`config.mk`:
```
export PLATFORM = sky130hd
export DESIGN_NAME = opcode_stream_decoder
export DESIGN_NICKNAME = d
export VERILOG_FILES = /design/src/rtl/opdec_pkg.sv /design/src/rtl/opdec_classify.sv /design/src/rtl/opdec_outslot.sv /design/src/rtl/opcode_stream_decoder.sv
export SDC_FILE = /design/constraint.sdc
export NUM_CORES = 1
export LEC_CHECK = 0
export BUFFER_PORTS_ARGS = -buffer_cell sky130_fd_sc_hd__buf_2
export CORE_UTILIZATION = 52
export DETAILED_ROUTE_END_ITERATION = 10
export PLACE_DENSITY = 0.86
export SYNTH_ARGS = -nofsm -noshare
export SYNTH_HDL_FRONTEND = slang
export SYNTH_SLANG_ARGS = --single-unit
```
`constraint.sdc`:
```
create_clock -name clk -period 2.15 [get_ports clk]
set_input_delay 0 -clock clk [delete_from_list [all_inputs] [get_ports clk]]
set_output_delay 0 -clock clk [all_outputs]
set_load 0.005 [all_outputs]
```
`src/rtl/opdec_pkg.sv`:
```
package opdec_pkg;
    localparam int BYTE_W = 8;
    localparam int ADDR_W = 2 * BYTE_W;

    typedef enum logic [2:0] {
        KIND_NOP  = 3'd0,
        KIND_INC  = 3'd1,
        KIND_DEC  = 3'd2,
        KIND_JPNZ = 3'd3,
        KIND_JP   = 3'd4
    } op_kind_e;

    typedef enum logic [1:0] {
        ST_OPCODE = 2'd0,
        ST_LOW    = 2'd1,
        ST_HIGH   = 2'd2
    } dec_state_e;

    typedef struct packed {
        op_kind_e          kind;
        logic [2:0]        sel;
        logic [ADDR_W-1:0] addr;
        logic [1:0]        len;
    } op_rec_t;

    localparam logic [BYTE_W-1:0] OPC_NOP  = 8'h00;
    localparam logic [BYTE_W-1:0] OPC_JP   = 8'hC3;
    localparam logic [BYTE_W-1:0] OPC_JPNZ = 8'hC2;
endpackage

```
`src/rtl/opdec_classify.sv`:
```
module opdec_classify
    import opdec_pkg::*;
(
    input  logic [BYTE_W-1:0] opcode,
    output logic              known,
    output logic              is_jump,
    output op_kind_e          kind,
    output logic [2:0]        sel
);
    logic top_zero;
    assign top_zero = (opcode[7:6] == 2'b00);

    always_comb begin
        known   = 1'b1;
        is_jump = 1'b0;
        kind    = KIND_NOP;
        sel     = 3'd0;
        if (opcode == OPC_NOP) begin
            kind = KIND_NOP;
        end else if (top_zero && opcode[2:0] == 3'b100) begin
            kind = KIND_INC;
            sel  = opcode[5:3];
        end else if (top_zero && opcode[2:0] == 3'b101) begin
            kind = KIND_DEC;
            sel  = opcode[5:3];
        end else if (opcode == OPC_JP) begin
            kind    = KIND_JP;
            is_jump = 1'b1;
        end else if (opcode == OPC_JPNZ) begin
            kind    = KIND_JPNZ;
            is_jump = 1'b1;
        end else begin
            known = 1'b0;
        end
    end
endmodule

```
`src/rtl/opdec_outslot.sv`:
```
module opdec_outslot
    import opdec_pkg::*;
(
    input  logic    clk,
    input  logic    rst,
    input  logic    load,
    input  op_rec_t rec_in,
    input  logic    take,
    output logic    valid,
    output op_rec_t rec
);
    typedef struct packed {
        logic    valid;
        op_rec_t rec;
    } slot_t;

    slot_t slot_d, slot_q;

    always_comb begin
        slot_d = slot_q;
        if (slot_q.valid && take) begin
            slot_d.valid = 1'b0;
        end
        if (load) begin
            slot_d.valid = 1'b1;
            slot_d.rec   = rec_in;
        end
    end

    always_ff @(posedge clk) begin
        if (rst) begin
            slot_q <= '0;
        end else begin
            slot_q <= slot_d;
        end
    end

    assign valid = slot_q.valid;
    assign rec   = slot_q.rec;


    stall_hold_chk: assert property (@(posedge clk) disable iff (rst)
        (valid && !take) |=> (valid && $stable(rec)));


    no_spurious_rec_chk: assert property (@(posedge clk) disable iff (rst)
        $rose(valid) |-> $past(load));
endmodule

```
`src/rtl/opcode_stream_decoder.sv`:
```
module opcode_stream_decoder
    import opdec_pkg::*;
(
    input  logic        clk,
    input  logic        rst,
    input  logic        in_valid,
    input  logic [7:0]  in_data,
    output logic        in_ready,
    output logic        out_valid,
    input  logic        out_ready,
    output logic [2:0]  out_kind,
    output logic [2:0]  out_reg,
    output logic [15:0] out_addr,
    output logic [1:0]  out_len,
    output logic        err_pulse,
    output logic [7:0]  err_opcode
);
    typedef struct packed {
        dec_state_e        state;
        op_kind_e          jkind;
        logic [BYTE_W-1:0] lo;
        logic              err;
        logic [BYTE_W-1:0] err_op;
    } core_t;

    core_t   core_d, core_q;
    logic    accept;
    logic    c_known, c_jump;
    op_kind_e c_kind;
    logic [2:0] c_sel;
    logic    rec_load;
    op_rec_t rec_new, rec_out;
    logic    slot_valid;

    opdec_classify u_classify (
        .opcode  (in_data),
        .known   (c_known),
        .is_jump (c_jump),
        .kind    (c_kind),
        .sel     (c_sel)
    );

    assign in_ready = !slot_valid;
    assign accept   = in_valid && in_ready;

    always_comb begin
        core_d     = core_q;
        core_d.err = 1'b0;
        rec_load   = 1'b0;
        rec_new    = '0;
        if (accept) begin
            unique case (core_q.state)
                ST_OPCODE: begin
                    if (!c_known) begin
                        core_d.err    = 1'b1;
                        core_d.err_op = in_data;
                    end else if (c_jump) begin
                        core_d.jkind = c_kind;
                        core_d.state = ST_LOW;
                    end else begin
                        rec_load     = 1'b1;
                        rec_new.kind = c_kind;
                        rec_new.sel  = c_sel;
                        rec_new.len  = 2'd1;
                    end
                end
                ST_LOW: begin
                    core_d.lo    = in_data;
                    core_d.state = ST_HIGH;
                end
                ST_HIGH: begin
                    rec_load     = 1'b1;
                    rec_new.kind = core_q.jkind;
                    rec_new.addr = {in_data, core_q.lo};
                    rec_new.len  = 2'd3;
                    core_d.state = ST_OPCODE;
                end
                default: core_d.state = ST_OPCODE;
            endcase
        end
    end

    always_ff @(posedge clk) begin
        if (rst) begin
            core_q <= '{state: ST_OPCODE, jkind: KIND_NOP, lo: '0, err: 1'b0, err_op: '0};
        end else begin
            core_q <= core_d;
        end
    end

    opdec_outslot u_slot (
        .clk    (clk),
        .rst    (rst),
        .load   (rec_load),
        .rec_in (rec_new),
        .take   (out_ready),
        .valid  (slot_valid),
        .rec    (rec_out)
    );

    assign out_valid  = slot_valid;
    assign out_kind   = rec_out.kind;
    assign out_reg    = rec_out.sel;
    assign out_addr   = rec_out.addr;
    assign out_len    = rec_out.len;
    assign err_pulse  = core_q.err;
    assign err_opcode = core_q.err_op;


    err_from_opcode_chk: assert property (@(posedge clk) disable iff (rst)
        err_pulse |-> ($past(accept) && $past(core_q.state) == ST_OPCODE));


    long_is_jump_chk: assert property (@(posedge clk) disable iff (rst)
        (out_valid && out_len == 2'd3) |-> (out_kind == KIND_JP || out_kind == KIND_JPNZ));


    short_not_jump_chk: assert property (@(posedge clk) disable iff (rst)
        (out_valid && out_len == 2'd1) |-> (out_kind <= KIND_DEC && out_addr == '0));


    operand_no_err_chk: assert property (@(posedge clk) disable iff (rst)
        (accept && core_q.state != ST_OPCODE) |=> !err_pulse);
endmodule

```
* Yosys cells after proc, flatten, opt, wreduce, memory -nomap -nowiden
Index checks and enable logic that the tools add are counted.
** Word-level totals
- Bits in registers :: 47
- Input port bits :: 12
- Output and inout bits :: 35
- Logic and storage cells :: 70
** Operators by class
- Eq/ne operators :: 8
- Multiplexer cells :: 35
- Bitwise gates (word level) :: 3
- Reductions and logical operators :: 14
** Operators by type and width (count)
- 2-to-1 mux 25 bit :: 1
- 2-to-1 mux 24 bit :: 1
- 2-to-1 mux 3 bit :: 8
- equality test 8 bit, second input constant :: 2
- 2-to-1 mux 16 bit :: 1
- 2-to-1 mux 1 bit :: 14
- 2-to-1 mux 6 bit :: 2
- 2-to-1 mux 5 bit :: 2
- 2-to-1 mux 9 bit :: 1
- logical NOT 8 bit :: 1
- case mux 2 bit (2 select lines) :: 2
- equality test 3 bit, second input constant :: 2
- case mux 3 bit (2 select lines) :: 1
- AND reduction 3 bit :: 2
- logical AND 1 bit :: 4
- logical NOT 2 bit :: 2
- != test 2 bit, second input constant :: 2
- AND reduction 4 bit :: 1
- NOT 1 bit :: 3
- OR reduction 3 bit :: 1
- equality test 2 x 1 -> 1 bit, second input constant :: 1
- equality test 2 bit, second input constant :: 1
- 2-to-1 mux 2 bit :: 1
- case mux 1 bit (2 select lines) :: 1
- other kinds (3) :: 3

* Longest topological paths before layout
Gate-level depths: netlist of run 1.
- Word-level depth :: 11
- Depth in mapped cells :: 6
- Depth with buffers taken out :: 4

* Modules after synthesis
A second synthesis of run 1 with hierarchy kept.
** Unflattened totals
- Cell total of the unflattened synthesis :: 223
- Area total of the unflattened synthesis :: 2195.9 um^2
** By module, submodules not included
- opcode_stream_decoder :: instances 1, cells each 124, area an instance 1166.1 um^2, seq. area each 440.4 um^2
- opdec_outslot :: instances 1, cells each 82, area an instance 910.9 um^2, seq. area each 500.5 um^2
- opdec_classify :: instances 1, cells each 17, area an instance 118.9 um^2, seq. area each 0.0 um^2

* Worst setup path before layout of run 1
OpenSTA, ideal clock, no wires.
- Path kind :: reg-to-reg
- Start point :: reg u_slot.slot_q, in the netlist u_slot.valid
- End point :: reg core_q, in the netlist err_opcode[0]
- Library setup time :: 0.072 ns
- Arrival time :: 1.543 ns
- Data required time :: 2.078 ns
- Slack :: 0.535 ns
- Cell stages (with the launch flop) :: 4
- Buffers on the path :: 0
- Clock period less this slack :: 1.615 ns
- Path through :: dfxtp_1 -> or4b_4 -> nor3_4 -> mux2i_1
** On the way
- Cells in the longest elaborated chain, start to end :: 3
** RTL lines
- start: declaration :: line opdec_outslot.sv:17 : slot_t slot_d, slot_q;
- start signal: assignment :: line opdec_outslot.sv:34 : slot_q <= slot_d;
- logical NOT 1 bit :: line opcode_stream_decoder.sv:43 : assign in_ready = !slot_valid;
- logical AND 1 bit :: line opcode_stream_decoder.sv:44 : assign accept = in_valid && in_ready;
- AND reduction 3 bit (no source line)
- end signal: assignment :: line opcode_stream_decoder.sv:85 : core_q <= '{state: ST_OPCODE, jkind: KIND_NOP, lo: '0, err: 1'b0, err_op: '0};
- end signal: assignment :: line opcode_stream_decoder.sv:87 : core_q <= core_d;
- end: declaration :: line opcode_stream_decoder.sv:26 : core_t core_d, core_q;
No other way between the ends.
A chain may end at the register's enable or synchronous reset.

* Worst setup path after layout of run 1
- Start point :: reg core_q[21] in the netlist's numbering
- End point :: reg core_q, in the netlist err_opcode[6]
** On the way
- Cells in the longest elaborated chain, start to end :: 2
** RTL lines
- logical NOT 2 bit :: line opcode_stream_decoder.sv:52 : unique case (core_q.state)
- AND reduction 3 bit (no source line)
No other way between the ends.

==> results of run 1 <==
[worst max-delay path, cell delays in order (launching register included)]
cell and delay, ns:
dfxtp_1 0.45, or4b_4 0.62, nor3_4 0.47, mux2i_1 0.25
[final timing paths]
path | to | slack (ns) | depth (start not counted)
worst max register to register | err_opcode[6] | 0.29 | 3
worst min register to register | u_slot.rec[19] | 0.46 | 2
worst max-delay path | err_opcode[6] | 0.29 | 3
worst min-delay path | err_opcode[0] | 0.03 | 3
[power by group through the flow]
stage	Sequential, W	Combinational (W)	Clock (W)
after floorplan	0.000909	0.0000774	0
final	0.000890	0.000124	0.000392
after detailed placement	0.000909	0.000112	0
after CTS	0.000890	0.000123	0.000401
after global placement	0.000909	0.000110	0
after global routing	0.000892	0.000137	0.000444
[cells in the mapped netlist]
master,number,area [um2]
a21oi_1,9,45.04
a22o_1,16,140.1
a311oi_1,1,8.760
a31oi_1,1,6.260
a32oi_1,2,17.52
and3b_1,1,8.760
buf_2,4,20.02
buf_4,8,60.06
clkbuf_1,5,18.77
dfxtp_1,47,940.9
inv_1,2,7.510
mux2i_1,17,170.2
nand2_1,7,26.28
nand2b_1,17,106.4
nand3_1,2,10.01
nand3b_1,1,7.510
nand4b_1,2,17.52
nor2_1,15,56.30
nor2_2,1,6.260
nor2b_1,1,6.260
nor3_2,1,10.01
nor3_4,2,32.53
nor3b_1,1,7.510
nor3b_2,1,12.51
nor4_1,1,6.260
nor4_4,1,21.27
o21a_1,3,22.52
o221a_2,1,11.26
o221ai_2,1,15.01
o31ai_1,1,7.510
or2_1,1,6.260
or2b_1,1,7.510
or3_1,3,18.77
or4b_4,1,13.76
[routing by layer]
metal  vias to the layer above  wire (um)  track usage (%)
met2                        47       1737            33.13
met5                         -          0                0
met1                       668       1755            31.82
li1                        725          -                -
met4                         0         36            7.619
met3                         4        225            5.176
[metrics by stage]
step                      setup slack (ns)  hold WS (ns)  utilization (%)
final                               0.2914       0.02572            65.63
after global routing                0.1782       0.03589            65.63
after CTS                           0.2930      0.008614            65.63
after detailed placement            0.3263        0.2662            61.72
after global placement              0.3987        0.2642            61.72
after floorplan                     0.5352        0.1327                -
[state kept, by name (all words and copies together), names as in the netlist]
register / cells
err_opcode: 8
u_slot.rec: 24
u_slot.valid: 1
core_q: 13
err_pulse: 1
[cells by family after synthesis]
group | share of synthesized area (%)
AO/OA/AOI/OAI | 14.63
buffers and inverters | 5.678
flip-flops | 50.23
multiplexers | 9.085
AND/OR/NAND/NOR | 20.38
[layout by cell type (no fill, tap or decap), types with 2 or more instances in the layout]
cell	synthesis	layout
or3_1	3	3
o21a_1	3	3
nor2_1	15	15
dlygate4sd3_1	0	8
nand4b_1	2	2
dfxtp_1	47	47
a22o_1	16	16
nor3_4	2	2
a21oi_1	9	9
buf_4	8	4
nand2b_1	17	17
nand2_1	7	7
clkbuf_4	0	5
mux2i_1	17	17
nand3_1	2	2
clkinv_2	0	3
buf_2	4	46
a32oi_1	2	2
inv_1	2	2
[layout make-up]
cell class,instances,area share (%)
Timing Repair Buffer,58,15.30
Inverter,2,0.3375
Clock buffer,5,1.687
Multi-Input combinational cell,112,37.12
Clock inverter,3,0.6749
Sequential cell,47,42.29
Tap cell,46,2.587
[what timing repair did]
action	CTS	global route
endpoints found under the setup margin	0	0
hold endpoints to repair	17	0
setup buffers	0	0
hold buffers	8	0
==> results summary, run 1 <==
The count of final max-slew check failures came to 0. The endpoint required time on the critical path came out at 2.43 ns. The DRC violation total after the first TritonRoute iteration is 84. CTS placed an instance of clkbuf_4 at the clock tree root. The layout-stage area growth over the synthesis result is 18.77%.

The clock-pin slew of the registers on the worst-case setup and hold paths came out at roughly 0.13 ns. The flow ran to the end, and the final reports show no timing, DRC or antenna violations. The synthesized design contains 47 register bits. In this run the tool buffered the top-level ports with 46 buffer cells. The floorplan step defined a die boundary enclosing 0.003846 mm2. The worst hold path belongs to the class input port to flop. Max-cap violations in this run came to 0.

The total placed instance area is approximately 0.0021 mm2. The floorplan core area came out at 0.003390 mm2. The clock latency on the worst-skew pair is 0.34 ns.

The worst setup path is launched from a flop. The net count of the finished layout is roughly 240. The global placement routability congestion came out at approximately 0.86. The via count of the first global-routing pass came out at approximately 1300.

The setup path with the least slack is of type flop to flop. Counting every instance in the synthesized netlist gives about 180. The critical register-to-register path startpoint is core_q[21]. The critical path launch point is core_q[21].

The layout filler cell count is 288. The post-route antenna net violation count came out at 0. The footprint of the multi-input gates came out at 825.8 um2. The share of synthesized area occupied by flip-flops and latches came out at around 50%. Of the total power, combinational logic draws 8.8%.

The count of cells resized by post-cts repair is 0. For this run the aggregate overflow at the end of global routing stands at 0. The number of nets in the synthesized netlist is between 150 and 200. The Yosys step of the flow raised 0 warnings. Across the whole layout, storage elements account for 940.9 um2. The final worst clock skew came out at 0.006228 ns.

The power spent charging and discharging nets came out at about 0.00034 W. No sink is reached through more buffers than the 2 on the longest clock path. The pin slew with the least headroom to its limit came out at approximately 0.5 ns. In the routed layout, each cell is associated on average with a via count of about 5.3. The post-route clock period utilization is 86.44%. The total clock sinks is 47. The fraction of final layout cells sized beyond drive strength 1 came out at around 30%. The internal cell power is 0.001062 W. Including well taps, the total number of placed cells is 257.

The mean cell area of the mapped netlist is approximately 11 um2. The first global-routing pass estimated approximately 6 mm of wire. The number of buffers inserted during clock tree synthesis came out at 5. In the global route stage, overall resource usage came out at between 20% and 30%. The length of the first detailed-routing pass in iterations came out at 4. 0 antenna diodes ended up in the layout. The number of distinct standard cells referenced by the synthesized netlist came out at 34.

In this run the power density over the cells is roughly 630 mW/mm2. The level count of the clock H-tree came out at 2. For this run, design rule violations remaining after detail routing come to 0. Setup repair after global routing left no endpoint under its margin. The initial antenna violation count came to 0. The floorplan die width came out at a little over 60 um.

The post-DP HPWL came out at between 2 and 2.5 mm. The final hold violation count came out at 0. The total power after layout came out at approximately 0.0014 W. In this run the most critical hold path is launched from in_data[0]. The sequential group share of total power is roughly 63%.

Measured against its own limit, the worst slew margin works out to between 60% and 70%. The vertical die dimension is between 60 and 70 um. VDD sags by at most 0.0004712 V. The setup violation total in the final timing report is 0.

In this run the static leakage power is 0.9520 nW. For this configuration, the core starts out at a cell density of around 55%. The final layout contains routed wiring with a total length of 3.755 mm. Net switching is roughly a quarter of the power.

The post-route standard cell area excluding fillers is 0.002225 mm2. The kind of end point of the critical path is a flop. The largest fanout on the critical path came out at 12.

The count of cells in the finished layout, fillers not included, comes to around 270. The cell area after technology mapping is ~0.0019 mm2. The number of placed I/O pins is 47. The share of power burned in the clock network came out at roughly 28%. Across all layers, the routed design uses between 1000 and 1500 vias. The initialized floorplan defines 21 standard-cell rows. Entering global routing, the biggest net connects 32 pins.

Subtracting the final worst setup slack from the clock period gives 1.859 ns. The fmax came out at between 0.5 and 0.6 GHz. TritonCTS built the clock tree. Setup total negative slack on the finished layout was measured at 0 ns.

At the worst endpoint, the arrival time is around 2.1 ns. The average wire length per cell after detail routing is roughly 14 um.
(Power assumes the default switching activity.)
==> inputs of run 2 (changes only) <==
--- a/config.mk
+++ b/config.mk
@@ -6,9 +6,12 @@
 export NUM_CORES = 1
 export LEC_CHECK = 0
 export BUFFER_PORTS_ARGS = -buffer_cell sky130_fd_sc_hd__buf_2
-export CORE_UTILIZATION = 52
+export CELL_PAD_IN_SITES_DETAIL_PLACEMENT = 1
+export CELL_PAD_IN_SITES_GLOBAL_PLACEMENT = 2
+export CORE_UTILIZATION = 34
+export CTS_BUF_LIST = sky130_fd_sc_hd__clkbuf_4
 export DETAILED_ROUTE_END_ITERATION = 10
-export PLACE_DENSITY = 0.86
+export PLACE_DENSITY = 0.89
 export SYNTH_ARGS = -nofsm -noshare
 export SYNTH_HDL_FRONTEND = slang
 export SYNTH_SLANG_ARGS = --single-unit
==> results summary, run 2 (same netlist as run 1, synthesis figures left out) <==
The run finished with clean final reports. The root buffer cell chosen for the clock tree is clkbuf_4. The DRC violation total after the first TritonRoute iteration came out at 70 (-17%). The largest net degree at the start of global routing came out at 25 (-22%). The total detailed-routing wirelength is 4.476 mm (+19%). The power per standard cell area came out at 640.9 mW/mm2 (+1.5%). The pin slew with the least headroom to its limit is 0.5078 ns (-0.002245 ns). The library cell used most frequently in the layout, excluding fill and tap cells, is dfxtp_1. Compared with the post-synthesis result, the final layout area differs by 22.44%.

The starting utilization of the core area is 35.99% (-19 points). The fraction of final layout cells sized beyond drive strength 1 was 29.57% (+0.050 points). The post-route antenna net violation count is 0 (unchanged). The post-DP HPWL is 2.999 mm (+20%). The maximum number of buffers from clock root to sink is 2 (unchanged). TritonCTS built the clock tree. The count of final max-slew check failures is 0 (unchanged).

The setup violation total in the final timing report is 0 (unchanged). The final worst clock skew is 0.005786 ns (-0.0004421 ns). The total clock sinks is 47 (unchanged). The floorplan core area is 0.005205 mm2 (+54%). The initial antenna violation count came out at 0 (unchanged). The worst-case hold slack came out at 0.03331 ns (+0.007588 ns). The fmax was 0.5600 GHz (+4.1%). The data arrival at the endpoint of the critical path came out at 2.08 ns (-0.06 ns).

The total congestion overflow is 0 (unchanged). The worst setup path is launched from a flop. The setup TNS is 0 ns (unchanged). The level count of the clock H-tree came out at 2 (unchanged). The largest fanout on the critical path is 8 (-4). The layout filler cell count is 622 (+120%).

The clock-pin slew of the registers on the worst-case setup and hold paths came to 0.15 ns (+0.02 ns). The max-cap check violation count was 0 (unchanged). The clock latency on the worst-skew pair came to 0.36 ns (+0.02 ns). The wire length of the first global-routing pass is 7.686 mm (+25%). The overall fraction of global-route tracks in use came out at 16.96% (-5.3 points).

The net total in the final layout came out at 241 (+1.3%). The leakage power summed over all cells came out at 0.9673 nW (+1.6%). The post-place setup slack came out at 0.3868 ns (+0.06049 ns). The floorplan die width was 76.22 um (+23%). The post-route clock period utilization came to 83.06% (-3.4 points).

The total placed instance area came out at 0.002130 mm2 (+1.8%). The global placement routability congestion came to 0.7328 (-15%). The count of cells resized by post-cts repair came to 0 (unchanged).

Setup repair after global routing left no endpoint under its margin. The number of placed I/O pins came out at 47 (unchanged). The final hold violation count is 0 (unchanged).

The path category of the worst min-delay check is input port to flop. The library cells used most frequently in the layout, excluding fill and tap cells, are 47 x dfxtp_1, 46 x buf_2, 17 x nand2b_1, 17 x mux2i_1, 16 x a22o_1. The worst setup path is of the flop to flop kind. The via count of the first global-routing pass was 1529 (+17%). The number of I/O port buffers was 46 (unchanged).

The flip-flop count of the largest register after layout came to 24 (unchanged). The endpoint required time on the critical path is 2.45 ns (+0.02 ns). The length of the first detailed-routing pass in iterations is 4 (unchanged). The post-CTS setup buffer count was 0 (unchanged). The post-route worst setup slack was 0.3642 ns (+0.07280 ns). The worst setup path is captured at a flop. The worst slew margin relative to its limit is 66.04% (+0.15 points). The average vias per placed instance came out at 4.960 (-6.2%).

The maximum vdd ir drop is 0.0004690 V (-0.47%). The floorplan row count came to 26 (+24%). The number of buffers inserted during clock tree synthesis came out at 5 (unchanged). The total via count after detailed routing is 1488 (+3.0%). The average wire length per cell after detail routing is 14.92 um (+8.5%).

The total DRC errors in the routed layout came out at 0 (unchanged). The count of antenna diodes in the layout came to 0 (unchanged). The vertical die dimension is 76.22 um (+23%). The area of the die came to 0.005809 mm2 (+51%).

The final critical-path required period is 1.786 ns (-0.07280 ns). The post-route standard cell area excluding fillers came to 0.002293 mm2 (+3.1%).
-- run 2: power by group --
group,leakage [nW],total [W],switching (W),internal (W)
sequential,0.380,0.000890,0.00000619,0.000884
combinational,0.551,0.000130,0.0000720,0.0000578
clock,0.0362,0.000450,0.000311,0.000139
-- run 2: final timing paths --
kind | cells after the start | start | slack (ns) | endpoint
setup / recovery | 3 | u_slot.valid | 0.36 | err_opcode[5]
hold / removal | 4 | in_valid | 0.03 | core_q[20]
setup reg to reg | 3 | u_slot.valid | 0.36 | err_opcode[5]
hold reg to reg | 2 | u_slot.rec[22] | 0.46 | u_slot.rec[22]
-- run 2: area by class of cell --
cell class              count  area, um2  area share [%]
multi-input cells         112      825.8           36.01
repair buffers             61      367.9           16.04
inverters                   2      7.507          0.3273
clock inverters             3      26.28           1.146
clock buffers               5      37.54           1.637
well taps                  70      87.58           3.819
flip-flops and latches     47      940.9           41.03
-- run 2: critical path, cell delays in order (launching register included) --
cell     delay (ns)
dfxtp_1        0.38
or4b_4         0.61
nor3_4         0.47
mux2i_1        0.25
-- run 2: repair_timing --
| item | 4_1_cts | 5_1_grt |
|---|---|---|
| hold buffers | 10 | 0 |
| hold endpoints to repair | 26 | 0 |
| setup endpoints to repair | 0 | 0 |
-- run 2: metal layers --
| layer | vias up | global-route usage, % | share of wire [%] |
|---|---|---|---|
| met5 | - | 0 | 0 |
| met4 | 0 | 6.923 | 1.5 |
| met3 | 5 | 4.551 | 5.0 |
| met2 | 39 | 26.13 | 45 |
| met1 | 718 | 22.40 | 48 |
| li1 | 726 | - | - |
-- run 2: through the flow --
step	util (%)	instances	total power (W)
after global routing	44.06	300	0.001543
after CTS	44.06	300	0.001489
final	44.06	300	0.001470
after global placement	40.91	282	0.001023
after detailed placement	40.91	282	0.001026
after floorplan	-	178	0.0009860
==> inputs of run 3 (changes only) <==
==> constraint.sdc (replaced) <==
create_clock -name clk -period 1.71 [get_ports clk]
set_input_delay 0 -clock clk [delete_from_list [all_inputs] [get_ports clk]]
set_output_delay 0 -clock clk [all_outputs]
set_load 0.005 [all_outputs]
==> results summary, run 3 (same netlist as run 1, synthesis figures left out) <==
The final hold violation count came out at 0 (unchanged). The vertical die dimension came out at 76.22 um (unchanged). The fmax is 0.6209 GHz (+11%).

The post-route standard cell area excluding fillers is 0.002356 mm2 (+2.7%). The internal cell power is 0.001492 W (+38%). The setup violation total in the final timing report was 0 (unchanged).

The power spent charging and discharging nets came out at 0.0004499 W (+16%). The path class of the tightest hold or removal check is input port to flop. The wire length of the first global-routing pass came out at 7.438 mm (-3.2%). The number of buffers inserted during clock tree synthesis came to 5 (unchanged). The share of power burned in the clock network came out at 33.5% (+2.9 points). The post-place setup slack came to 0.08599 ns (-0.3008 ns). The worst setup path is launched from a flop.

On the critical path the largest part of the delay comes from simple AND/OR/NAND/NOR gates. The setup path with the least slack is of type flop to flop. The maximum number of buffers from clock root to sink came to 2 (unchanged). The post-CTS setup buffer count came out at 0 (unchanged).

The fraction of final layout cells sized beyond drive strength 1 came out at 31.49% (+1.9 points). The worst register-to-register path ends at err_opcode[7]. The share of total power consumed by net switching is 23.17% (-3.3 points). The overall fraction of global-route tracks in use came to 16.36% (-0.61 points). The post-route antenna net violation count is 0 (unchanged). The final worst clock skew is 0.003237 ns (-0.002549 ns). The starting utilization of the core area came to 35.99% (unchanged). The sequential group share of total power came out at 57.6% (-3.0 points).

The total congestion overflow is 0 (unchanged). On the critical path, the stage with the largest delay is an instance of or4b_4. The total via count after detailed routing is 1496 (+0.54%). The area of the die came out at 0.005809 mm2 (unchanged). The total buffers and inverters traversed by the critical path came out at 1 (+1). The floorplan die width is 76.22 um (unchanged). The worst slew margin relative to its limit is 70.65% (+4.6 points). The maximum single-stage delay on the critical path is 0.61 ns (about the same). The leakage power summed over all cells is 1.007 nW (+4.1%).

The kind of end point of the critical path is a flop. The run finished with clean final reports. The post-DP HPWL was 3.150 mm (+5.0%). The total clock sinks is 47 (unchanged). The data arrival at the endpoint of the critical path is 1.91 ns (-0.17 ns).

Leaving out fill and tap cells, the most frequent cell in the layout is dfxtp_1. The post-route worst setup slack was 0.09954 ns (-0.2647 ns). The power per standard cell area came out at 824.2 mW/mm2 (+29%). The floorplan row count came out at 26 (unchanged). The routed length on met2 is 1.947 mm (-3.7%). Routed signal wires occupy layers up through met4. The total placed instance area came out at 0.002195 mm2 (+3.1%). Following the worst setup path forward leads to its endpoint at err_opcode[7]. The number of I/O port buffers came out at 46 (unchanged). The level count of the clock H-tree was 2 (unchanged).

The detailed route wirelength on metal3 is 181 um (-19%). The total number of cells along the worst setup path is 4 (+1). The via count of the first global-routing pass came out at 1458 (-4.6%).

The clock tree from TritonCTS is done. The clock latency on the worst-skew pair is 0.36 ns (about the same). The length in cells of the worst reg-to-reg path came to 4 (+1). The clock tree root driver cell is clkbuf_4. The critical path launch point is u_slot.valid.

The count of antenna diodes in the layout is 0 (unchanged). The global placement routability congestion is 0.7367 (+0.53%). The average wire length per cell after detail routing is 14.59 um (-2.2%). The largest net degree at the start of global routing is 25 (unchanged).

The worst reg-to-reg setup slack is 0.1 ns (-0.26 ns). The total detailed-routing wirelength came to 4.450 mm (-0.58%). The count of final max-slew check failures is 0 (unchanged). The net total in the final layout came out at 246 (+2.1%). The number of placed I/O pins is 47 (unchanged). The setup TNS came to 0 ns (unchanged). The length of the first detailed-routing pass in iterations came out at 4 (unchanged). The library cells used most frequently in the layout, excluding fill and tap cells, are 47 x dfxtp_1, 46 x buf_2, 17 x nand2b_1, 17 x mux2i_1, 16 x a22o_1. The worst-case hold slack came out at 0.04274 ns (+0.009431 ns). The total DRC errors in the routed layout came out at 0 (unchanged). Setup repair after global routing left no endpoint under its margin. The floorplan core area came out at 0.005205 mm2 (unchanged).

The wire length on met1 is 2.252 mm (+4.1%). The total power after layout came to 0.001942 W (+32%). The DRC violation total after the first TritonRoute iteration is 39 (-44%).

The clock-pin slew of the registers on the worst-case setup and hold paths came to 0.13 ns (-0.02 ns). The endpoint required time on the critical path is 2.01 ns (-0.44 ns). The final critical-path required period came to 1.610 ns (-0.1753 ns).

The signal on the critical path passes through or4b_4 > nor3_4 > buf_12 > mux2i_1. The flip-flop count of the largest register after layout was 24 (unchanged). The maximum vdd ir drop was 0.0004957 V (+5.7%). The layout-stage area growth over the synthesis result is 25.78%.

The combinational fraction of design power came out at 8.8% (about the same). The worst register-to-register path begins at u_slot.valid. The pin slew with the least headroom to its limit came out at 0.4402 ns (-0.06752 ns).

The largest fanout on the critical path came out at 8 (unchanged). The max-cap check violation count came out at 0 (unchanged). The initial antenna violation count is 0 (unchanged). The average vias per placed instance is 4.905 (-1.1%). The post-route clock period utilization is 94.18% (+11 points).
==> run 3: cell count changes in the layout (fill, tap and decap cells not counted), sizes merged <==
cell / before / now
bufinv: 0 / 1
clkinv: 1 / 2
inv: 4 / 2
dlygate4sd3: 10 / 8
buf: 51 / 58
==> run 3: metal layers <==
layer	up-vias	global-route usage (%)
li1	735	-
met5	-	0
met3	6	4.192
met4	0	6.346
met2	38	24.50
met1	717	22.40
==> run 3: worst min-delay path, delay by kind of cell <==
family | cells | cell delay, ns
buf+inv | 1 | 0.11
compound gates | 1 | 0.08
simple gates | 2 | 0.18
==> run 3: power by group through the flow <==
stage / clock, W / combinational, W / sequential, W
after global routing: 0.000722 / 0.000187 / 0.00112
after global placement: 0 / 0.000155 / 0.00114
after floorplan: 0 / 0.0000973 / 0.00114
after detailed placement: 0 / 0.000159 / 0.00114
final: 0.000651 / 0.000171 / 0.00112
after CTS: 0.000678 / 0.000173 / 0.00112
==> run 3: layout make-up <==
type / count / area [um2]
Tap cell: 70 / 87.58
Clock buffer: 5 / 37.54
Fill cell: 629 / 2849
Sequential cell: 47 / 940.9
Multi-Input combinational cell: 112 / 830.8
Clock inverter: 3 / 38.79
Timing Repair Buffer: 66 / 412.9
Inverter: 2 / 7.507
==> run 3: through the flow <==
| stage | std cells | utilization [%] |
|---|---|---|
| detailed placement | 289 | 42.16 |
| finish | 305 | 45.26 |
| floorplan | 178 | - |
| global placement | 289 | 42.16 |
| CTS | 305 | 45.17 |
| global route | 305 | 45.26 |
==> run 3: worst min-delay path by stage <==
stage | start | to | slack [ns] | cells past startpoint
6_report | in_valid | core_q[20] | 0.04 | 4
3_3_place_gp | out_ready | u_slot.valid | 0.26 | 3
5_1_grt | in_valid | core_q[20] | 0.04 | 4
3_5_place_dp | out_ready | u_slot.valid | 0.27 | 3
4_1_cts | rst | core_q[16] | 0.03 | 2
2_1_floorplan | in_data[1] | u_slot.rec[11] | 0.13 | 1
==> run 3: what timing repair did <==
item,4_1_cts,5_1_grt
endpoints found under the setup margin,0,16
hold buffers,8,0
gates resized for setup,0,1
hold endpoints to repair,20,0
